### config.mk
export PLATFORM = sky130hd
export DESIGN_NAME = cfg_req_router
export DESIGN_NICKNAME = d
export VERILOG_FILES = /design/src/rtl/cfg_router_pkg.sv /design/src/rtl/cfg_pio_decode.sv /design/src/rtl/cfg_bridge_match.sv /design/src/rtl/cfg_resp_path.sv /design/src/rtl/cfg_req_router.sv
export SDC_FILE = /design/constraint.sdc
export NUM_CORES = 1
export LEC_CHECK = 0
export CELL_PAD_IN_SITES_DETAIL_PLACEMENT = 1
export CELL_PAD_IN_SITES_GLOBAL_PLACEMENT = 2
export CORE_UTILIZATION = 25
export DETAILED_ROUTE_END_ITERATION = 10
export GPL_TIMING_DRIVEN = 0
export PLACE_DENSITY = 0.95
export RECOVER_POWER = 50
export SYNTH_ARGS = -nofsm -noshare
export SYNTH_HDL_FRONTEND = slang
export SYNTH_HIERARCHICAL = 1
export SYNTH_SLANG_ARGS = --single-unit
### constraint.sdc
create_clock -name clk -period 25.6 [get_ports clk]
set_clock_uncertainty 0.2 [all_clocks]
set_input_delay 3.84 -clock clk [delete_from_list [all_inputs] [get_ports clk]]
set_output_delay 3.84 -clock clk [all_outputs]
set_load 0.01 [all_outputs]
### src/rtl/cfg_router_pkg.sv
package cfg_router_pkg;

   localparam int CFG_BUS_W = 8;
   localparam int CFG_REG_W = 12;

   typedef struct packed {
      logic                 valid;
      logic                 write;
      logic [CFG_BUS_W-1:0] bus;
      logic [7:0]           devfn;
      logic [CFG_REG_W-1:0] regofs;
      logic [2:0]           len;
      logic [31:0]          wdata;
   } cfg_req_t;

   // length must be 1, 2 or 4 and must stay inside the dword
   function automatic logic len_fits(input logic [1:0] off, input logic [2:0] len);
      logic [3:0] span;
      span = {2'b00, off} + {1'b0, len};
      return ((len == 3'd1) || (len == 3'd2) || (len == 3'd4)) && (span <= 4'd4);
   endfunction

   function automatic logic [3:0] lane_mask(input logic [1:0] off, input logic [2:0] len);
      logic [3:0] base;
      case (len)
         3'd1:    base = 4'b0001;
         3'd2:    base = 4'b0011;
         3'd4:    base = 4'b1111;
         default: base = 4'b0000;
      endcase
      return base << off;
   endfunction

   function automatic logic [31:0] lane_extract(input logic [31:0] d, input logic [1:0] off,
                                                input logic [2:0] len);
      logic [31:0] s;
      s = d >> {off, 3'b000};
      case (len)
         3'd1:    return {24'h0, s[7:0]};
         3'd2:    return {16'h0, s[15:0]};
         default: return s;
      endcase
   endfunction

endpackage

### src/rtl/cfg_pio_decode.sv
module cfg_pio_decode
   import cfg_router_pkg::*;
#(
   parameter int          PIO_AW     = 16,
   parameter logic [15:0] LATCH_PORT = 16'h0CF8,
   parameter logic [15:0] DATA_PORT  = 16'h0CFC
) (
   input  logic              clk,
   input  logic              rst_n,
   input  logic              acc,
   input  logic              wr,
   input  logic [PIO_AW-1:0] addr,
   input  logic [2:0]        len,
   input  logic [31:0]       wdata,
   output cfg_req_t          req,
   output logic              imm_valid,
   output logic [31:0]       imm_rdata,
   output logic              imm_unused
);

   logic [31:0] latch_q;
   logic        hit_latch;
   logic        hit_data;
   logic [1:0]  off;

   assign hit_latch = (addr == LATCH_PORT[PIO_AW-1:0]);
   assign hit_data  = (addr[PIO_AW-1:2] == DATA_PORT[PIO_AW-1:2]);
   assign off       = addr[1:0];

   always_ff @(posedge clk) begin
      if (!rst_n)
         latch_q <= '0;
      else if (acc && wr && hit_latch && (len == 3'd4))
         latch_q <= wdata;
   end

   always_comb begin
      req        = '0;
      imm_valid  = 1'b0;
      imm_rdata  = '1;
      imm_unused = 1'b0;
      if (acc) begin
         if (hit_latch) begin
            if (!wr) begin
               imm_valid = 1'b1;
               if (len == 3'd4) imm_rdata  = latch_q;
               else             imm_unused = 1'b1;
            end
         end else if (hit_data) begin
            if (!len_fits(off, len)) begin
               imm_valid  = !wr;
               imm_unused = !wr;
            end else if (!latch_q[31]) begin
               imm_valid = !wr;
            end else begin
               req.valid  = 1'b1;
               req.write  = wr;
               req.bus    = latch_q[23:16];
               req.devfn  = latch_q[15:8];
               req.regofs = {4'b0000, latch_q[7:2], off};
               req.len    = len;
               req.wdata  = wdata;
            end
         end else if (!wr) begin
            imm_valid  = 1'b1;
            imm_unused = 1'b1;
         end
      end
   end

endmodule

### src/rtl/cfg_bridge_match.sv
module cfg_bridge_match #(
   parameter int NUM_BRIDGES = 8,
   parameter int BUS_W       = 8,
   localparam int IDX_W      = (NUM_BRIDGES > 1) ? $clog2(NUM_BRIDGES) : 1
) (
   input  logic [BUS_W-1:0]             bus,
   input  logic [NUM_BRIDGES-1:0]       en,
   input  logic [NUM_BRIDGES*BUS_W-1:0] sec,
   input  logic [NUM_BRIDGES*BUS_W-1:0] sub,
   output logic                         hit,
   output logic [IDX_W-1:0]             idx
);

   logic [NUM_BRIDGES-1:0] in_range;

   for (genvar g = 0; g < NUM_BRIDGES; g++) begin : g_entry
      assign in_range[g] = en[g]
                         && (bus >= sec[g*BUS_W +: BUS_W])
                         && (bus <= sub[g*BUS_W +: BUS_W]);
   end

   // scan from the top so the lowest matching index is the one kept
   always_comb begin
      hit = 1'b0;
      idx = '0;
      for (int i = NUM_BRIDGES - 1; i >= 0; i--) begin
         if (in_range[i]) begin
            hit = 1'b1;
            idx = IDX_W'(i);
         end
      end
   end

endmodule

### src/rtl/cfg_resp_path.sv
module cfg_resp_path
   import cfg_router_pkg::*;
(
   input  logic        clk,
   input  logic        rst_n,
   input  logic        launch,
   input  logic        launch_brg,
   input  logic [1:0]  launch_off,
   input  logic [2:0]  launch_len,
   input  logic [31:0] dev_rdata,
   input  logic [31:0] brg_rdata,
   input  logic        imm_valid,
   input  logic [31:0] imm_rdata,
   input  logic        imm_unused,
   output logic        busy,
   output logic        rsp_valid,
   output logic [31:0] rsp_rdata,
   output logic        rsp_unused
);

   logic       pend_q;
   logic       src_brg_q;
   logic [1:0] off_q;
   logic [2:0] len_q;

   always_ff @(posedge clk) begin
      if (!rst_n) begin
         pend_q    <= 1'b0;
         src_brg_q <= 1'b0;
         off_q     <= '0;
         len_q     <= '0;
      end else begin
         pend_q <= launch;
         if (launch) begin
            src_brg_q <= launch_brg;
            off_q     <= launch_off;
            len_q     <= launch_len;
         end
      end
   end

   assign busy       = pend_q;
   assign rsp_valid  = pend_q || imm_valid;
   assign rsp_unused = !pend_q && imm_unused;
   assign rsp_rdata  = pend_q ? lane_extract(src_brg_q ? brg_rdata : dev_rdata, off_q, len_q)
                              : imm_rdata;

endmodule

### src/rtl/cfg_req_router.sv
module cfg_req_router
   import cfg_router_pkg::*;
#(
   parameter int          NUM_BRIDGES = 8,
   parameter int          PIO_AW      = 16,
   parameter int          MM_AW       = 28,
   parameter logic [15:0] LATCH_PORT  = 16'h0CF8,
   parameter logic [15:0] DATA_PORT   = 16'h0CFC,
   localparam int         IDX_W       = (NUM_BRIDGES > 1) ? $clog2(NUM_BRIDGES) : 1
) (
   input  logic                             clk,
   input  logic                             rst_n,
   input  logic [CFG_BUS_W-1:0]             local_bus,
   input  logic [NUM_BRIDGES-1:0]           brg_en,
   input  logic [NUM_BRIDGES*CFG_BUS_W-1:0] brg_sec,
   input  logic [NUM_BRIDGES*CFG_BUS_W-1:0] brg_sub,
   input  logic                             pio_valid,
   input  logic                             pio_write,
   input  logic [PIO_AW-1:0]                pio_addr,
   input  logic [2:0]                       pio_len,
   input  logic [31:0]                      pio_wdata,
   output logic                             pio_ready,
   input  logic                             mm_valid,
   input  logic                             mm_write,
   input  logic [MM_AW-1:0]                 mm_addr,
   input  logic [2:0]                       mm_len,
   input  logic [31:0]                      mm_wdata,
   output logic                             mm_ready,
   output logic                             tgt_write,
   output logic [CFG_BUS_W-1:0]             tgt_bus,
   output logic [7:0]                       tgt_devfn,
   output logic [CFG_REG_W-1:0]             tgt_reg,
   output logic [3:0]                       tgt_be,
   output logic [31:0]                      tgt_wdata,
   output logic                             dev_sel,
   input  logic                             dev_present,
   input  logic [31:0]                      dev_rdata,
   output logic                             brg_sel,
   output logic [IDX_W-1:0]                 brg_idx,
   input  logic [31:0]                      brg_rdata,
   output logic                             rsp_valid,
   output logic [31:0]                      rsp_rdata,
   output logic                             rsp_unused
);

   if (NUM_BRIDGES < 1) begin : g_bad_nb
      $error("NUM_BRIDGES must be at least 1");
   end
   if (MM_AW < 28) begin : g_bad_mm
      $error("MM_AW must cover bus, device/function and register fields");
   end
   if (PIO_AW < 3 || PIO_AW > 16) begin : g_bad_pio
      $error("PIO_AW must lie in 3..16");
   end
   if (DATA_PORT[1:0] != 2'b00) begin : g_bad_dp
      $error("DATA_PORT must be dword aligned");
   end

   logic        busy;
   logic        pio_acc;
   logic        mm_acc;
   cfg_req_t    pio_req;
   cfg_req_t    mm_req;
   cfg_req_t    req;
   logic        pio_imm_v;
   logic [31:0] pio_imm_d;
   logic        pio_imm_u;
   logic        mm_bad_rd;
   logic        is_local;
   logic        brg_hit;
   logic [IDX_W-1:0] brg_pick;
   logic        miss_rd;
   logic        launch;
   logic        imm_valid;
   logic [31:0] imm_rdata;
   logic        imm_unused;

   assign pio_ready = !busy;
   assign mm_ready  = !busy && !pio_valid;
   assign pio_acc   = pio_valid && pio_ready;
   assign mm_acc    = mm_valid && mm_ready;

   cfg_pio_decode #(
      .PIO_AW    (PIO_AW),
      .LATCH_PORT(LATCH_PORT),
      .DATA_PORT (DATA_PORT)
   ) u_pio (
      .clk       (clk),
      .rst_n     (rst_n),
      .acc       (pio_acc),
      .wr        (pio_write),
      .addr      (pio_addr),
      .len       (pio_len),
      .wdata     (pio_wdata),
      .req       (pio_req),
      .imm_valid (pio_imm_v),
      .imm_rdata (pio_imm_d),
      .imm_unused(pio_imm_u)
   );

   // memory window: bus in [27:20], device/function in [19:12], register in [11:0]
   always_comb begin
      mm_req        = '0;
      mm_bad_rd     = 1'b0;
      if (mm_acc) begin
         if (len_fits(mm_addr[1:0], mm_len)) begin
            mm_req.valid  = 1'b1;
            mm_req.write  = mm_write;
            mm_req.bus    = mm_addr[27:20];
            mm_req.devfn  = mm_addr[19:12];
            mm_req.regofs = mm_addr[11:0];
            mm_req.len    = mm_len;
            mm_req.wdata  = mm_wdata;
         end else begin
            mm_bad_rd = !mm_write;
         end
      end
   end

   assign req = pio_req.valid ? pio_req : mm_req;

   assign tgt_write = req.write;
   assign tgt_bus   = req.bus;
   assign tgt_devfn = req.devfn;
   assign tgt_reg   = req.regofs;
   assign tgt_be    = lane_mask(req.regofs[1:0], req.len);
   assign tgt_wdata = req.wdata << {req.regofs[1:0], 3'b000};

   cfg_bridge_match #(
      .NUM_BRIDGES(NUM_BRIDGES),
      .BUS_W      (CFG_BUS_W)
   ) u_match (
      .bus(req.bus),
      .en (brg_en),
      .sec(brg_sec),
      .sub(brg_sub),
      .hit(brg_hit),
      .idx(brg_pick)
   );

   assign is_local = (req.bus == local_bus);
   assign dev_sel  = req.valid && is_local && dev_present;
   assign brg_sel  = req.valid && !is_local && brg_hit;
   assign brg_idx  = brg_pick;
   assign miss_rd  = req.valid && !req.write && !dev_sel && !brg_sel;
   assign launch   = (dev_sel || brg_sel) && !req.write;

   assign imm_valid  = pio_imm_v || mm_bad_rd || miss_rd;
   assign imm_rdata  = pio_imm_v ? pio_imm_d : 32'hFFFF_FFFF;
   assign imm_unused = (pio_imm_v && pio_imm_u) || mm_bad_rd;

   cfg_resp_path u_resp (
      .clk       (clk),
      .rst_n     (rst_n),
      .launch    (launch),
      .launch_brg(brg_sel),
      .launch_off(req.regofs[1:0]),
      .launch_len(req.len),
      .dev_rdata (dev_rdata),
      .brg_rdata (brg_rdata),
      .imm_valid (imm_valid),
      .imm_rdata (imm_rdata),
      .imm_unused(imm_unused),
      .busy      (busy),
      .rsp_valid (rsp_valid),
      .rsp_rdata (rsp_rdata),
      .rsp_unused(rsp_unused)
   );

endmodule

==> results_tabular.tex, run 1 <==
\begin{tabular}{lr}
\hline
Metric & Value \\
\hline
\multicolumn{2}{l}{\textbf{Outcome}} \\
Outcome & complete, no violations \\
\multicolumn{2}{l}{\textbf{Global routing}} \\
Antenna violations before repair & 10 \\
Wire length of the first global-routing pass & 71900 µm \\
Remaining Overflow, GRT & 0 \\
Global-route usage over all layers & 0.240 \\
Number of global-route vias before repair & 12507 \\
Largest net degree at the start of global routing & 18 \\
\multicolumn{2}{l}{\textbf{Setup path}} \\
R2R cell count & 23 \\
Crit Reg-Reg Endpoint & u\_resp/off\_q[0] \\
Startpoint of the lowest-slack register-to-register path & u\_resp/busy \\
Critical path fanouts, max & 17 \\
Data required time at the worst endpoint & 21560 ps \\
Delay contributed by the slowest stage of the critical path & 1000 ps \\
Startpoint-to-endpoint class of the critical path & input pin to output pin \\
Slowest cell on the critical path & a22o\_1 \\
Data arrival time of the critical path & 12810 ps \\
CP endpoint kind & output pin \\
Type of element launching the critical path & input pin \\
Reg2Reg Setup Slack & 17720 ps \\
Cell repeated most along the worst path & clkbuf\_1 \\
\multicolumn{2}{l}{\textbf{Clock tree}} \\
CTS H-tree lvls & 2 \\
Clock edge transition at the registers on the reported setup and hold paths & 60 ps \\
Total clock sinks & 39 \\
Clock tree from TritonCTS & yes \\
CTS hold repair buffers & 0 \\
Clk root buf & clkbuf\_16 \\
Number of buffers inserted to repair setup after CTS & 0 \\
Buffer depth of the longest clock path & 2 \\
Number of gates given a new drive strength after cts & 0 \\
Total clock buffers created by CTS & 5 \\
Worst-Skew Late Latency & 280 ps \\
\multicolumn{2}{l}{\textbf{Cells and area}} \\
Area used by multi-input combinational logic & 7400 µm² \\
Ratio of cells with drive above 1 in the final layout & 0.0978 \\
Number of inserted filler cells in the final layout & 4736 \\
Total area of sequential cells & 781 µm² \\
Total non-filler cell area in the finished layout & 14900 µm² \\
Net count reported at finish & 2242 \\
Most common cell after layout, fill and taps aside & clkdlybuf4s50\_1 \\
Commonest cells after routing, fill and taps aside & clkdlybuf4s50\_1 (398), inv\_1 (232), ha\_1 (132), o21ai\_0 (72), nor3\_2 (60) \\
Final standard cell utilization of the core & 0.391 \\
Area growth from synthesis to layout & 52.8\% \\
Finished Layout Cells & 2294 \\
\multicolumn{2}{l}{\textbf{STA}} \\
Setup repair after global routing missed its margin & false \\
Max-slew headroom at the worst pin & 0.250 \\
Slew of the pin with the lowest slew margin & 1120 ps \\
Setup Total Neg Slack & 0 ps \\
Maximum clock frequency & 59.3 MHz \\
Number of failing hold endpoints at the final stage & 0 \\
Final cycle utilization of the critical path & 0.658 \\
Setup violation total in the final timing report & 0 \\
Final number of max-transition violations & 0 \\
Minimum clock period after layout & 16850 ps \\
\multicolumn{2}{l}{\textbf{Floorplan}} \\
Width of the die & 199 µm \\
Initial Utilization & 0.256 \\
Total die area & 39700 µm² \\
Die boundary height & 199 µm \\
Number of rows created at floorplan & 71 \\
Area of the core region & 38000 µm² \\
Number of primary I/O pins & 435 \\
\multicolumn{2}{l}{\textbf{Power and ir drop}} \\
Worst ir drop on vdd & 0.0264 mV \\
Pwr per Cell Area & 17.2 nW/µm² \\
Power share of the combinational group & 0.519 \\
Switch share & 0.324 \\
Int Pwr & 0.000172 W \\
Power dissipated by switching net loads & 0.0000827 W \\
LEAKAGE & 6.08 nW \\
Sequential power share & 0.238 \\
Fraction of power consumed by the clock network & 0.243 \\
\multicolumn{2}{l}{\textbf{Routing}} \\
Initial detailed-routing violation count & 496 \\
Number of vias per cell after detailed routing & 5.12 \\
Antenna-violating nets left & 0 \\
Routed wire per std cell & 21.6 µm \\
Post-route DRC violation count & 0 \\
Final routed wirelength across all metal layers & 49500 µm \\
Number of iterations in the first detailed-routing pass & 5 \\
Vias after detailed routing & 11751 \\
\multicolumn{2}{l}{\textbf{Synth}} \\
Sequential-to-total area share from yosys stat & 0.0803 \\
Synthesis warning total & 6 \\
Post-synth EDFFs & 0 \\
Count of different cell masters after synthesis & 87 \\
Cells after synthesis & 1335 \\
Average footprint of a synthesized cell & 7.29 µm² \\
Fraction of registers with async set/reset & 0 \\
Post-synthesis instance area & 9730 µm² \\
Main flop type after synthesis & dfxtp\_1 \\
Post-synthesis register bit count & 39 \\
\multicolumn{2}{l}{\textbf{Placed design}} \\
Half-perimeter wire length after placement & 42400 µm \\
Routability cong. & 0.904 \\
Quantity of I/O buffers inserted on ports & 434 \\
Cell area reported after detailed placement & 14700 µm² \\
Post-Place Cells & 2283 \\
\multicolumn{2}{l}{\textbf{Run}} \\
Maximum Capacitance Violations & 0 \\
\multicolumn{2}{l}{\textbf{Hold path}} \\
Tightest Hold Check Type & flip-flop to flip-flop \\
Startpoint of the most critical hold path & u\_pio/latch\_q[2] \\
Worst hold endpoint & u\_pio/latch\_q[2] \\
Hold Path Depth & 2 \\
\hline
\end{tabular}
[synthesized netlist by cell type (8+ instances only)]
cell type | count | area (µm²)
a211oi_1 | 8 | 60.1
inv_1 | 232 | 871
o211ai_1 | 8 | 60.1
a21boi_0 | 33 | 248
o22ai_2 | 8 | 100
nand4_1 | 18 | 113
o22a_1 | 8 | 70.1
clkbuf_1 | 32 | 120
nor2_1 | 53 | 199
a21oi_1 | 39 | 195
nand2_1 | 50 | 188
a22oi_1 | 36 | 270
a221oi_1 | 14 | 123
mux2i_1 | 55 | 551
buf_1 | 8 | 30.0
nor3_2 | 60 | 601
dfxtp_1 | 39 | 781
nand3_1 | 56 | 280
a22o_1 | 28 | 245
and2_1 | 8 | 50.1
mux2_2 | 11 | 124
buf_4 | 40 | 300
o21ai_1 | 9 | 45.0
buf_6 | 9 | 101
buf_2 | 21 | 105
ha_1 | 132 | 1650
nor2b_1 | 29 | 181
nor3_1 | 15 | 75.1
o21ai_0 | 72 | 360
o22ai_1 | 38 | 238
o2bb2ai_1 | 8 | 70.1
a211o_1 | 8 | 70.1
nand2b_1 | 51 | 319
[worst max path at each step]
stage                      startpoint         to  depth (start not counted)
after global routing       pio_len[0]  rsp_valid                         28
after global placement     pio_len[0]    brg_sel                         25
after floorplan           pio_addr[0]  rsp_valid                         26
after detailed placement   pio_len[0]  rsp_valid                         28
after CTS                  pio_len[0]  rsp_valid                         28
final                      pio_len[0]  rsp_valid                         28
[sequential cells by signal, summed over array words and instances, names as in the netlist]
| signal | count |
|---|---|
| u_pio/latch_q | 32 |
| u_resp/len_q | 3 |
| u_resp/src_brg_q | 1 |
| u_resp/off_q | 2 |
| u_resp/busy | 1 |
[worst max-delay path: cells and delay by family]
family,cells,cell delay (ps)
buf+inv,10,3590
compound gates,8,2460
simple gates,7,1790
fa+ha+maj,3,1090
[through the flow]
step	power, W	setup WS [ps]	hold WS, ps
floorplan	0.000112	11980	250
global placement	0.000191	9060	272
detailed placement	0.000194	8940	278
CTS	0.000257	8940	283
global route	0.000270	8240	304
finish	0.000255	8750	285
[cell families (layout without fill, tap and decap cells)]
group	after synthesis	count (layout)	share of synthesized area
AO/OA/AOI/OAI	369	369	0.272
XOR/XNOR	6	6	0.00617
adder cells (fa/ha/maj)	134	134	0.174
buffers and inverters	346	788	0.160
flip-flops	39	39	0.0803
multiplexers	66	66	0.0693
other	1	7	0.000385
AND/OR/NAND/NOR	374	374	0.238
[power by group through the flow]
stage | clock network (W) | registers (W) | logic, W
global placement | 0 | 0.0000620 | 0.000129
global route | 0.0000660 | 0.0000606 | 0.000143
detailed placement | 0 | 0.0000620 | 0.000132
floorplan | 0 | 0.0000620 | 0.0000503
CTS | 0.0000632 | 0.0000607 | 0.000133
finish | 0.0000621 | 0.0000607 | 0.000132
[layer usage]
layer	track usage	up-vias	share of wire
li1	-	5602	-
met1	0.264	5590	0.39
met2	0.445	463	0.50
met3	0.0577	84	0.081
met4	0.0781	12	0.032
met5	0	-	0.0016
[cell type report]
class	count	share of cell area
multi-input combinational	953	0.498
timing repair buffer	434	0.292
inverter	235	0.0593
sequential	39	0.0525
buffer	111	0.0447
tap	511	0.0430
clock buffer	5	0.00842
clock inverter	3	0.00160
antenna	3	0.000505
Note: power is estimated with default switching activity, not from simulation.
==> inputs of run 2 (changes only) <==
- CORE_UTILIZATION: 25 -> 23
- PLACE_DENSITY: 0.95 -> 0.89
- clock period: 25.6 -> 15.9 ns (I/O delays scaled with it)
==> results_tabular.tex, run 2 (same netlist as run 1, synthesis figures left out) <==
\begin{tabular}{lr}
\hline
Metric & Value \\
\hline
\multicolumn{2}{l}{\textbf{Outcome}} \\
Outcome & complete, no violations \\
\multicolumn{2}{l}{\textbf{Cells and area}} \\
Most common cell after layout, fill and taps aside & clkdlybuf4s50\_1 \\
Area growth from synthesis to layout & 53.0\% \\
Ratio of cells with drive above 1 in the final layout & 0.0978 (unchanged) \\
Commonest cells after routing, fill and taps aside & clkdlybuf4s50\_1 (397), inv\_1 (232), ha\_1 (132), o21ai\_0 (72), nor3\_2 (60) \\
Register with the most flip-flops & u\_pio/latch\_q \\
Number of flip-flops in the largest register & 32 (unchanged) \\
Final standard cell utilization of the core & 0.360 (-0.0306) \\
Largest registers & u\_pio/latch\_q: 32 flops, u\_resp/len\_q: 3 flops, u\_resp/off\_q: 2 flops \\
Net count reported at finish & 2242 (unchanged) \\
Antenna diode instance count & 0 (-3) \\
Total non-filler cell area in the finished layout & 14900 µm² (+0.10\%) \\
\multicolumn{2}{l}{\textbf{Hold path}} \\
Tightest Hold Check Type & flip-flop to flip-flop \\
Hold Path Depth & 2 (unchanged) \\
Startpoint of the most critical hold path & u\_pio/latch\_q[0] \\
\multicolumn{2}{l}{\textbf{Floorplan}} \\
Die boundary height & 208 µm (+4.2\%) \\
Number of rows created at floorplan & 74 (+4.2\%) \\
Width of the die & 208 µm (+4.2\%) \\
Initial Utilization & 0.236 (-0.0203) \\
Number of primary I/O pins & 435 (unchanged) \\
Total die area & 43100 µm² (+8.6\%) \\
Area of the core region & 41300 µm² (+8.6\%) \\
\multicolumn{2}{l}{\textbf{Routing}} \\
Post-route DRC violation count & 0 (unchanged) \\
Number of vias per cell after detailed routing & 5.05 (-1.3\%) \\
Routed wire per std cell & 21.7 µm (+0.71\%) \\
Number of iterations in the first detailed-routing pass & 5 (unchanged) \\
Initial detailed-routing violation count & 636 (+28\%) \\
Final routed wirelength across all metal layers & 50200 µm (+1.5\%) \\
Vias after detailed routing & 11686 (-0.55\%) \\
Antenna-violating nets left & 0 (unchanged) \\
\multicolumn{2}{l}{\textbf{Clock tree}} \\
Clk root buf & clkbuf\_16 \\
Total clock sinks & 39 (unchanged) \\
Number of gates given a new drive strength after cts & 0 (unchanged) \\
Number of buffers inserted to repair setup after CTS & 0 (unchanged) \\
Worst-Skew Late Latency & 280 ps (about the same) \\
Clock tree from TritonCTS & yes \\
Buffer depth of the longest clock path & 2 (unchanged) \\
Clock edge transition at the registers on the reported setup and hold paths & 60 ps (about the same) \\
CTS hold repair buffers & 0 (unchanged) \\
Total clock buffers created by CTS & 5 (unchanged) \\
CTS H-tree lvls & 2 (unchanged) \\
\multicolumn{2}{l}{\textbf{STA}} \\
Final cycle utilization of the critical path & 0.905 \\
Final setup margin & 1520 ps (-7230 ps) \\
Minimum clock period after layout & 14380 ps \\
Setup Total Neg Slack & 0 ps (unchanged) \\
Setup repair after global routing missed its margin & false \\
Max-slew headroom at the worst pin & 0.196 (-0.0543) \\
Slew of the pin with the lowest slew margin & 1210 ps (+81.5 ps) \\
Number of failing hold endpoints at the final stage & 0 (unchanged) \\
Maximum clock frequency & 69.5 MHz \\
Final number of max-transition violations & 0 (unchanged) \\
Worst Hold Slack & 281 ps (-3.89 ps) \\
Setup violation total in the final timing report & 0 (unchanged) \\
\multicolumn{2}{l}{\textbf{Global routing}} \\
Remaining Overflow, GRT & 0 (unchanged) \\
Largest net degree at the start of global routing & 18 (unchanged) \\
Number of global-route vias before repair & 12534 (+0.22\%) \\
Global-route usage over all layers & 0.225 (-0.0142) \\
Wire length of the first global-routing pass & 75600 µm (+5.1\%) \\
Antenna violations before repair & 4 (-6) \\
\multicolumn{2}{l}{\textbf{Power and ir drop}} \\
Switch share & 0.323 (-0.00146) \\
Power share of the combinational group & 0.522 (+0.003) \\
LEAKAGE & 6.08 nW (about the same) \\
Fraction of power consumed by the clock network & 0.239 (-0.004) \\
Worst ir drop on vdd & 0.0409 mV (+55\%) \\
Int Pwr & 0.000277 W (+60\%) \\
Sequential power share & 0.239 (about the same) \\
Power dissipated by switching net loads & 0.000132 W (+59\%) \\
Pwr per Cell Area & 27.5 nW/µm² (+60\%) \\
\multicolumn{2}{l}{\textbf{Setup path}} \\
CP endpoint kind & output pin \\
Data arrival time of the critical path & 11800 ps (-1010 ps) \\
Startpoint-to-endpoint class of the critical path & input pin to output pin \\
Setup crit end & rsp\_valid \\
Startpoint of the lowest-slack register-to-register path & u\_resp/busy \\
R2R cell count & 23 (unchanged) \\
Critical path fanouts, max & 17 (unchanged) \\
Reg2Reg Setup Slack & 7570 ps (-10150 ps) \\
Setup crit start & pio\_len[0] \\
Data required time at the worst endpoint & 13320 ps (-8240 ps) \\
Crit Reg-Reg Endpoint & u\_resp/src\_brg\_q \\
Type of element launching the critical path & input pin \\
\multicolumn{2}{l}{\textbf{Placed design}} \\
Routability cong. & 0.905 (about the same) \\
Quantity of I/O buffers inserted on ports & 434 (unchanged) \\
Cell area reported after detailed placement & 14700 µm² (+0.18\%) \\
Half-perimeter wire length after placement & 42800 µm (+0.87\%) \\
Place WS & 1620 ps (-7330 ps) \\
\multicolumn{2}{l}{\textbf{Run}} \\
Maximum Capacitance Violations & 0 (unchanged) \\
\hline
\end{tabular}
[run 2: stage by stage]
step / cells / total power, W
after floorplan: 1338 / 0.000181
after global placement: 2304 / 0.000308
after detailed placement: 2304 / 0.000313
after CTS: 2312 / 0.000412
after global routing: 2312 / 0.000432
final: 2312 / 0.000409
[run 2: layout make-up]
class | count | area (µm²)
fill | 5038 | 26400
sequential | 39 | 781
clock buffer | 5 | 125
tap | 532 | 666
timing repair buffer | 434 | 4340
multi-input combinational | 953 | 7400
clock inverter | 3 | 20.0
buffer | 111 | 664
inverter | 235 | 882
[run 2: how the worst min path moves through the flow]
stage                             end  slack [ps]
finish               u_pio/latch_q[0]         280
global route         u_pio/latch_q[2]         310
CTS                 u_pio/latch_q[29]         290
detailed placement   u_pio/latch_q[1]         280
global placement    u_pio/latch_q[15]         270
floorplan            u_pio/latch_q[0]         250
[run 2: per-layer routing]
metal  part of all wire  vias to the layer above  global-route usage
li1                   -                     5591                   -
met1               0.43                     5622               0.274
met2               0.50                      411               0.419
met3              0.050                       54              0.0333
met4              0.019                        8              0.0416
met5             0.0010                        -                   0
[run 2: power by group through the flow]
stage	logic, W	registers [W]	clock network (W)
after floorplan	0.0000811	0.0000999	0
after global placement	0.000209	0.0000999	0
after detailed placement	0.000213	0.0000999	0
after CTS	0.000215	0.0000977	0.0000995
after global routing	0.000231	0.0000977	0.000104
final	0.000213	0.0000977	0.0000976
[run 2: critical path, stage by stage]
cell,delay [ps]
dlygate4sd3_1,670
ha_1,240
inv_1,60
fa_1,470
nor2b_1,130
o22ai_1,100
or4_1,500
buf_4,200
buf_6,160
nor2_1,480
clkbuf_1,520
clkbuf_1,360
clkbuf_1,510
clkbuf_1,640
a22o_1,1000
ha_1,390
nor2b_1,140
o211ai_1,160
a21oi_1,90
a2bb2oi_1,150
a211oi_1,570
nor3_1,140
nand2_1,170
inv_1,80
a31o_2,220
a311o_1,370
or2_2,340
clkdlybuf4s50_1,500
==> inputs of run 3 (changes only) <==
- CAP_MARGIN: default -> 20
==> results_tabular.tex, run 3 (same netlist as run 1, synthesis figures left out) <==
\begin{tabular}{lr}
\hline
Metric & Value \\
\hline
\multicolumn{2}{l}{\textbf{Outcome}} \\
Outcome & complete, no violations \\
\multicolumn{2}{l}{\textbf{Power and ir drop}} \\
Pwr per Cell Area & 27.5 nW/µm² (about the same) \\
LEAKAGE & 6.10 nW (+0.36\%) \\
Worst ir drop on vdd & 0.0438 mV (+7.2\%) \\
\multicolumn{2}{l}{\textbf{Setup path}} \\
Bufs and invs on worst path & 10 (unchanged) \\
R2R cell count & 22 (-4.3\%) \\
Cell class contributing the biggest share of worst-path delay & buffers and inverters \\
CP endpoint kind & output pin \\
Delay contributed by the slowest stage of the critical path & 1010 ps (about the same) \\
Slowest cell on the critical path & a22o\_1 \\
Startpoint-to-endpoint class of the critical path & input pin to output pin \\
Data required time at the worst endpoint & 13320 ps (about the same) \\
Critical path fanouts, max & 17 (unchanged) \\
Cell repeated most along the worst path & clkbuf\_1 \\
Type of element launching the critical path & input pin \\
Data arrival time of the critical path & 11840 ps (+40 ps) \\
Number of cells on the critical path & 27 (-3.6\%) \\
\multicolumn{2}{l}{\textbf{STA}} \\
Setup violation total in the final timing report & 0 (unchanged) \\
Maximum clock frequency & 69.3 MHz (-0.29\%) \\
Final cycle utilization of the critical path & 0.907 (+0.00265) \\
Final number of max-transition violations & 0 (unchanged) \\
Number of failing hold endpoints at the final stage & 0 (unchanged) \\
Setup Total Neg Slack & 0 ps (unchanged) \\
Max-slew headroom at the worst pin & 0.245 (+0.0493) \\
Setup repair after global routing missed its margin & false \\
Minimum clock period after layout & 14420 ps (+42.1 ps) \\
Slew of the pin with the lowest slew margin & 1130 ps (-73.9 ps) \\
\multicolumn{2}{l}{\textbf{Clock tree}} \\
Number of gates given a new drive strength after cts & 0 (unchanged) \\
Clk root buf & clkbuf\_16 \\
Clock tree from TritonCTS & yes \\
CTS H-tree lvls & 2 (unchanged) \\
CTS hold repair buffers & 0 (unchanged) \\
Total clock sinks & 39 (unchanged) \\
Number of buffers inserted to repair setup after CTS & 0 (unchanged) \\
Total clock buffers created by CTS & 5 (unchanged) \\
Clock edge transition at the registers on the reported setup and hold paths & 60 ps (about the same) \\
Buffer depth of the longest clock path & 2 (unchanged) \\
Worst-Skew Late Latency & 280 ps (about the same) \\
\multicolumn{2}{l}{\textbf{Run}} \\
Maximum Capacitance Violations & 0 (unchanged) \\
\multicolumn{2}{l}{\textbf{Cells and area}} \\
Final standard cell utilization of the core & 0.362 (+0.00133) \\
Area growth from synthesis to layout & 53.5\% \\
Net count reported at finish & 2244 (+0.089\%) \\
Total non-filler cell area in the finished layout & 14900 µm² (+0.37\%) \\
Antenna diode instance count & 0 (unchanged) \\
Finished Layout Cells & 2314 (+0.087\%) \\
Largest registers & u\_pio/latch\_q: 32 flops, u\_resp/len\_q: 3 flops, u\_resp/off\_q: 2 flops \\
Ratio of cells with drive above 1 in the final layout & 0.0982 (+0.000451) \\
Register with the most flip-flops & u\_pio/latch\_q \\
Number of flip-flops in the largest register & 32 (unchanged) \\
Most common cell after layout, fill and taps aside & clkdlybuf4s50\_1 \\
Commonest cells after routing, fill and taps aside & clkdlybuf4s50\_1 (398), inv\_1 (233), ha\_1 (132), o21ai\_0 (72), nor3\_2 (60) \\
\multicolumn{2}{l}{\textbf{Floorplan}} \\
Total die area & 43100 µm² (unchanged) \\
Width of the die & 208 µm (unchanged) \\
Die boundary height & 208 µm (unchanged) \\
Initial Utilization & 0.236 (unchanged) \\
Area of the core region & 41300 µm² (unchanged) \\
Number of rows created at floorplan & 74 (unchanged) \\
Number of primary I/O pins & 435 (unchanged) \\
\multicolumn{2}{l}{\textbf{Placed design}} \\
Quantity of I/O buffers inserted on ports & 434 (unchanged) \\
Routability cong. & 0.905 (unchanged) \\
Half-perimeter wire length after placement & 43000 µm (+0.51\%) \\
Post-Place Cells & 2305 (+0.043\%) \\
Cell area reported after detailed placement & 14800 µm² (+0.19\%) \\
\multicolumn{2}{l}{\textbf{Global routing}} \\
Remaining Overflow, GRT & 0 (unchanged) \\
Wire length of the first global-routing pass & 75700 µm (+0.21\%) \\
Antenna violations before repair & 4 (unchanged) \\
Largest net degree at the start of global routing & 18 (unchanged) \\
Number of global-route vias before repair & 12548 (+0.11\%) \\
Global-route usage over all layers & 0.226 (+0.000647) \\
\multicolumn{2}{l}{\textbf{Routing}} \\
Number of vias per cell after detailed routing & 5.08 (+0.59\%) \\
Vias after detailed routing & 11765 (+0.68\%) \\
Routed wire per std cell & 21.8 µm (+0.37\%) \\
Antenna-violating nets left & 0 (unchanged) \\
Number of iterations in the first detailed-routing pass & 6 (+1) \\
Final routed wirelength across all metal layers & 50500 µm (+0.46\%) \\
Post-route DRC violation count & 0 (unchanged) \\
Initial detailed-routing violation count & 618 (-2.8\%) \\
\multicolumn{2}{l}{\textbf{Hold path}} \\
Hold Path Depth & 2 (unchanged) \\
Tightest Hold Check Type & flip-flop to flip-flop \\
\hline
\end{tabular}
## run 3: changes by cell type in the layout (fill, tap and decap cells not counted)
cell,change
inv_1,+1
dlygate4sd3_1,-1
inv_2,-1
buf_16,+2
clkdlybuf4s50_1,+1
## run 3: worst paths after layout
path	start	end	slack, ps
max	pio_len[0]	rsp_valid	1480
min	u_pio/latch_q[25]	u_pio/latch_q[25]	280
max reg2reg	u_resp/busy	u_resp/src_brg_q	7540
min reg2reg	u_pio/latch_q[25]	u_pio/latch_q[25]	280
## run 3: worst reg2reg max path: cells and delay by family, from the launching register on
family                   cells  cell delay [ps]
buffers and inverters        7             2860
multiplexers                 1              260
AO/OA/AOI/OAI                8             2860
AND/OR/NAND/NOR              5             1230
flip-flops                   1              410
adder cells (fa/ha/maj)      1              400
## run 3: cell type report
type / instances / area (µm²)
Clock inverter: 3 / 20.0
Multi-Input combinational cell: 953 / 7400
Buffer: 111 / 664
Inverter: 235 / 882
Timing Repair Buffer: 436 / 4400
Tap cell: 532 / 666
Sequential cell: 39 / 781
Fill cell: 5046 / 26400
Clock buffer: 5 / 125
## run 3: metrics by stage
| step | hold WS (ps) | power (W) | setup slack [ps] |
|---|---|---|---|
| 6_report | 282 | 0.000410 | 1480 |
| 5_1_grt | 312 | 0.000433 | 1030 |
| 4_1_cts | 289 | 0.000413 | 1670 |
| 3_5_place_dp | 276 | 0.000313 | 1670 |
| 3_3_place_gp | 271 | 0.000308 | 1820 |
| 2_1_floorplan | 250 | 0.000181 | 5190 |
## run 3: metal layers
| metal | part of all wire | track usage |
|---|---|---|
| met5 | 0.0011 | 0 |
| met3 | 0.053 | 0.0352 |
| met1 | 0.43 | 0.272 |
| met2 | 0.51 | 0.427 |
| met4 | 0.013 | 0.0299 |
## run 3: where the power goes
part	leakage, nW	internal [W]	switching (W)
clock network	0.0658	0.0000578	0.0000404
registers	0.314	0.0000977	0.0000000232
logic	5.72	0.000122	0.0000925
